==> src/rtl/sd_spi_cmd.sv <==
`timescale 1ns/1ps
module sd_spi_cmd #(
  parameter int DIV        = 4,
  parameter int READY_MAX  = 64,
  parameter int RESP_WIN   = 8,
  parameter int BUSY_LIMIT = 100000
) (
  input  logic        clk,
  input  logic        rst_n,
  input  logic        start,
  input  logic [5:0]  cmd_idx,
  input  logic [31:0] cmd_arg,
  input  logic [1:0]  rsp_kind,
  input  logic        miso,
  output logic        cs_n,
  output logic        sclk,
  output logic        mosi,
  output logic        done,
  output logic [7:0]  r1,
  output logic [31:0] payload,
  output logic        timeout,
  output logic        error
);
  localparam int DW = $clog2(DIV + 1);
  localparam int NW = $clog2(READY_MAX + RESP_WIN + 8);
  localparam int BW = $clog2(BUSY_LIMIT + 1);

  typedef enum logic [2:0] {S_IDLE, S_READY, S_FRAME, S_POLL, S_DATA, S_BUSY, S_END} st_t;

  st_t            st;
  logic [7:0]     tx, rx;
  logic [2:0]     bitn;
  logic [DW-1:0]  dcnt;
  logic [NW-1:0]  nb;
  logic [BW-1:0]  bcnt;
  logic [1:0]     kind;
  logic [47:0]    frame;

  wire [7:0] chk  = (cmd_idx == 6'd0) ? 8'h95 : (cmd_idx == 6'd8) ? 8'h87 : 8'h01;
  wire       tick = (dcnt == DW'(DIV - 1));

  assign mosi = tx[7];

  always_ff @(posedge clk or negedge rst_n) begin
    if (!rst_n) begin
      st <= S_IDLE; tx <= 8'hFF; rx <= 8'h00; bitn <= '0; dcnt <= '0;
      sclk <= 1'b0; cs_n <= 1'b1; done <= 1'b0; nb <= '0; bcnt <= '0;
      kind <= '0; frame <= '0; r1 <= 8'hFF; payload <= '0;
      timeout <= 1'b0; error <= 1'b0;
    end else begin
      done <= 1'b0;
      case (st)
        S_IDLE: if (start) begin
          cs_n <= 1'b0; frame <= {2'b01, cmd_idx, cmd_arg, chk}; kind <= rsp_kind;
          tx <= 8'hFF; bitn <= '0; dcnt <= '0; sclk <= 1'b0; nb <= '0;
          r1 <= 8'hFF; payload <= '0; timeout <= 1'b0; error <= 1'b0;
          st <= S_READY;
        end
        S_END: begin
          cs_n <= 1'b1; sclk <= 1'b0; tx <= 8'hFF; done <= 1'b1; st <= S_IDLE;
        end
        default: begin
          if (st == S_BUSY) bcnt <= bcnt + 1'b1;
          if (!tick) dcnt <= dcnt + 1'b1;
          else begin
            dcnt <= '0;
            sclk <= ~sclk;
            if (!sclk) rx <= {rx[6:0], miso};
            else if (bitn != 3'd7) begin
              bitn <= bitn + 1'b1;
              tx   <= {tx[6:0], 1'b1};
            end else begin
              bitn <= '0; tx <= 8'hFF; nb <= nb + 1'b1;
              case (st)
                S_READY:
                  if (rx == 8'hFF) begin
                    st <= S_FRAME; tx <= frame[47:40]; frame <= frame << 8; nb <= '0;
                  end else if (nb == NW'(READY_MAX - 1)) begin
                    timeout <= 1'b1; st <= S_END;
                  end
                S_FRAME:
                  if (nb == NW'(5)) begin
                    st <= S_POLL; nb <= '0;
                  end else begin
                    tx <= frame[47:40]; frame <= frame << 8;
                  end
                S_POLL:
                  if (!rx[7]) begin
                    r1 <= rx; error <= (rx != 8'h00); nb <= '0; bcnt <= '0;
                    st <= (kind == 2'd1) ? S_BUSY : (kind[1] ? S_DATA : S_END);
                  end else if (nb == NW'(RESP_WIN)) begin
                    timeout <= 1'b1; st <= S_END;
                  end
                S_DATA: begin
                  payload <= {payload[23:0], rx};
                  if (nb == NW'(3)) st <= S_END;
                end
                S_BUSY: if (rx == 8'hFF) st <= S_END;
                default: ;
              endcase
            end
          end
          if (st == S_BUSY && bcnt == BW'(BUSY_LIMIT)) begin
            timeout <= 1'b1; st <= S_END;
          end
        end
      endcase
    end
  end

  p_mosi_low_phase_r1: assert property (@(posedge clk) disable iff (!rst_n)
    !$stable(mosi) |-> !sclk);
  p_sclk_under_cs_r2: assert property (@(posedge clk) disable iff (!rst_n)
    sclk |-> !cs_n);
  p_cs_after_start_r2: assert property (@(posedge clk) disable iff (!rst_n)
    $fell(cs_n) |-> $past(start));
  p_timeout_ends_r5: assert property (@(posedge clk) disable iff (!rst_n)
    $rose(timeout) |=> done);
  p_error_flag_r6: assert property (@(posedge clk) disable iff (!rst_n)
    done |-> (error == (r1 != 8'h00 && !r1[7])));
  p_done_pulse_r9: assert property (@(posedge clk) disable iff (!rst_n)
    done |=> !done);
  p_done_cs_r9: assert property (@(posedge clk) disable iff (!rst_n)
    done |-> cs_n);
  p_hold_idle_r9: assert property (@(posedge clk) disable iff (!rst_n)
    (cs_n && $past(cs_n)) |-> ($stable(r1) && $stable(payload) && $stable(timeout)));
endmodule

==> config.mk <==
export PLATFORM = sky130hd
export DESIGN_NAME = sd_spi_cmd
export DESIGN_NICKNAME = d
export VERILOG_FILES = /design/src/rtl/sd_spi_cmd.sv
export SDC_FILE = /design/constraint.sdc
export NUM_CORES = 1
export LEC_CHECK = 0
export CAP_MARGIN = 20
export CORE_MARGIN = 2
export CORE_UTILIZATION = 40
export CTS_BUF_LIST = sky130_fd_sc_hd__clkbuf_16
export DETAILED_ROUTE_END_ITERATION = 10
export GPL_TIMING_DRIVEN = 1
export PLACE_DENSITY = 0.68
export SLEW_MARGIN = 20
export SYNTH_ARGS = -nofsm -noshare
export SYNTH_HDL_FRONTEND = slang
export SYNTH_SLANG_ARGS = --single-unit
==> constraint.sdc <==
create_clock -name clk -period 2.4 [get_ports clk]
set_clock_uncertainty 0.15 [all_clocks]
set_input_delay 0.24 -clock clk [delete_from_list [all_inputs] [get_ports clk]]
set_output_delay 0.24 -clock clk [all_outputs]
set_load 0.005 [all_outputs]
==> run summary <==
The cell sitting at the root of the clock tree is a clkbuf_16. Proportion of synthesized flip-flops having asynchronous set or reset: 1.00. The critical setup path kind was register to register. The tightest hold path in the finished design has a slack of 0.198 ns. The worst path in the final design needs a cycle of 2.31 ns, including I/O delays and setup. Setup violations remaining at the end of the flow were counted as 0. Counting every net in the synthesized netlist gives 645.

The most used flip-flop cell after synthesis is dfrtp_1. The full die area came out at 17000 um2. For the pin with the worst max-slew slack, the measured transition is 0.533 ns. The worst hold path belongs to the class primary input to asynchronous set/reset pin.

The count of nets left with antenna violations once routing finished came out at 0. The final routed wire length divided by cell count is 15.2 um. STA classifies the critical path endpoint as a register. The congestion estimate from routability-driven global placement came to 0.909. Critical path startpoint category: a register.

The run gives 939 as the number of non-filler instances in the completed layout. In this run the worst path has a maximum fanout of 4. For the initial antenna violation count, the log shows 0. For this run, design rule violations remaining after detail routing come to 0. The synthesized design contains 140 register bits. The average via count per standard cell is 5.22. Clock latency on the worst-skew pair, taken at its later pin, is 0.42 ns. The die is 130 um tall.

Yosys printed 0 warnings. TritonCTS built the clock tree. The run gives 0 as the total setup buffers inserted after CTS. The logs give 0 for the antenna diode count and 0.180 for the overall routing resource usage. The first global-routing pass estimated 24.0 mm of wire.

The run finished with clean final reports. For the post-synthesis cell count, the log shows 593. OpenSTA, run right after detailed placement, puts the worst setup slack at -0.0366 ns. The clock passes through at most 2 buffers. The number of port buffers is 89.

Before antenna repair, the detailed router went through 5 iterations. Counting tap cells, the placed design contains a total of 906 instances. The logs give 0 for the final count of pins violating max slew and 0.405 for the initial core utilization.

The setup slack of the worst register-to-register path is 0.09 ns, and the endpoint arrival time on the critical path is 2.46 ns. The detailed router finished its first iteration with 247 violations. Entering global routing, the biggest net connects 57 pins. The period utilization came out at 0.961.

Clock tree synthesis inserted a total of 17 buffers. In this run, distinct cell masters in the synthesized netlist total 58. IR analysis of the VDD net gives a maximum drop of 0.488 mV. The number of hold violations in the final report is 0, and the number of maximum-capacitance constraint violations is 0.

Static timing analysis puts the maximum clock frequency at 434 MHz. The number of flops mapped to enable cells by yosys works out to 0. Routed wire length: 14.3 mm. The largest total area in the synthesized netlist belongs to dfrtp_1.

After global routing the overflow that remains totals 0. Row generation in the floorplan step produced 46 rows. Post-synthesis sequential area ratio: 0.553. The layout cell share with drive strength beyond 1 was 0.169. Sorting the synthesized cells by area gives the leading types as dfrtp_1, dfstp_2, a22o_1.

The core outline area was 15700 um2; the average cell area after synthesis was 10.7 um2. Across all layers, the routed design uses 4900 vias. The fraction of synthesized cell area taken by the top area cell type was 0.483; the via count of the first global-routing pass was 4927. The relative slew slack was 0.643; the total number of H-tree levels was 4. Data on the critical path is required at its endpoint by 2.55 ns.

The mapped netlist covers 6370 um2. The number of sinks driven by the clock tree came out at 140. The clock input transition at the sequential cells of the worst setup and hold paths came out at 0.06 ns. Summed over all cells, the static leakage comes to 0.00348 uW. From left edge to right edge, the die measures 130 um.

Setup repair after global routing could not meet its margin everywhere. 90 I/O pins were placed. Once detailed placement completed, the half-perimeter wirelength came to 10.2 mm.

Compared with the post-synthesis result, the final layout area differs by 31.2%. The net total in the final layout is 762, and the smallest setup slack after layout is 0.0938 ns. The power density of the placed cells is 619 nW/um2.
layout make-up:
class,instances,area [um2]
clock buffers,17,425
clock inverters,15,175
fillers,1372,7350
inverters,10,37.5
multi-input cells,410,2670
flip-flops and latches,140,3530
well taps,216,270
repair buffers,131,1250
cells in the final DEF, fill, tap and decap left out, drive strengths merged, types with 4 or more instances in the layout:
master	synthesis	layout
or3	8	8
nand4	4	4
a21o	4	4
clkbuf	13	17
nor4	4	4
o22a	7	7
o31ai	5	5
nand2	79	79
dfstp	17	17
mux2i	32	32
inv	10	12
dfrtp	123	123
mux2	14	14
nor2	39	39
buf	20	42
clkdlybuf4s50	0	88
o22ai	9	9
clkinv	0	7
xnor2	5	5
xor2	9	9
a22o	37	37
nor3	12	12
o21ai	58	58
a21oi	27	27
ha	8	8
nand3	12	12
state kept, by name, summed over array words and instances (netlist names), 2 cells and up:
signal   count
st           3
frame       44
kind         2
payload     32
rx           8
dcnt         3
bcnt        17
bitn         3
r1           8
nb           7
tx           8
worst max-delay path: stages (launching register included):
cell      delay (ns)
dfrtp_1         0.42
ha_2            0.21
nand3_1         0.09
or3_1           0.13
or4b_1          0.47
a211oi_2        0.22
or2_1           0.18
mux2_4          0.30
synth_stat cells, types with 4 or more instances:
| master | number |
|---|---|
| mux2i_1 | 32 |
| o21ai_1 | 28 |
| buf_6 | 5 |
| inv_1 | 10 |
| o21ai_0 | 30 |
| o22a_1 | 7 |
| nor2_1 | 39 |
| nor3_1 | 10 |
| xnor2_1 | 5 |
| dfrtp_1 | 123 |
| a21o_1 | 4 |
| nand2_1 | 78 |
| dfstp_2 | 17 |
| o31ai_1 | 5 |
| ha_1 | 8 |
| o22ai_1 | 9 |
| xor2_1 | 9 |
| a21oi_1 | 25 |
| a22o_1 | 37 |
| nand3_1 | 12 |
| nand4_1 | 4 |
| mux2_2 | 13 |
| or3_1 | 8 |
| buf_2 | 11 |
| clkbuf_1 | 12 |
cell families (layout without fill, tap and decap cells):
group                    after synthesis  in the layout  synth area share
AND/OR/NAND/NOR                      183            183             0.140
AO/OA/AOI/OAI                        159            159             0.162
flip-flops                           140            140             0.553
multiplexers                          46             46            0.0756
buffers and inverters                 43            173            0.0342
XOR/XNOR                              14             14            0.0192
adder cells (fa/ha/maj)                8              8            0.0157
power breakdown:
part           internal (uW)  switching, uW  leakage, uW
registers               2370           4.15      0.00184
logic                   87.2           75.5      0.00135
clock network           1630           1010     0.000290
metrics by stage:
stage	TNS (ns)	util	power (uW)	instance area (um2)
global placement	0	0.490	2580	7710
finish	0	0.532	5170	8360
CTS	0	0.530	5240	8320
detailed placement	-0.0664	0.490	2580	7710
floorplan	0	-	2430	6370
global route	-0.0221	0.532	5360	8360
worst paths after layout:
path                       startpoint        end  cells past startpoint
min                             rst_n    bcnt[8]                      2
max in group asynchronous       rst_n      tx[0]                      3
min in group clk           cmd_arg[5]  frame[13]                      3
max reg2reg                     nb[0]      st[1]                      7
max                             nb[0]      st[1]                      7
min reg2reg                 frame[22]  frame[22]                      2
metal layers:
layer,up-vias,part of all wire,global-route usage
li1,2371,-,-
met1,2393,0.45,0.233
met2,117,0.48,0.291
met3,19,0.049,0.0492
met4,0,0.015,0.0651
met5,-,0,0
repair_timing:
action	in CTS	in global routing
endpoints found under the hold margin	52	0
pin swaps	0	1
hold buffers	1	0
resized for setup	1	9
setup endpoints to repair	4	25
(Power assumes the default switching activity.)
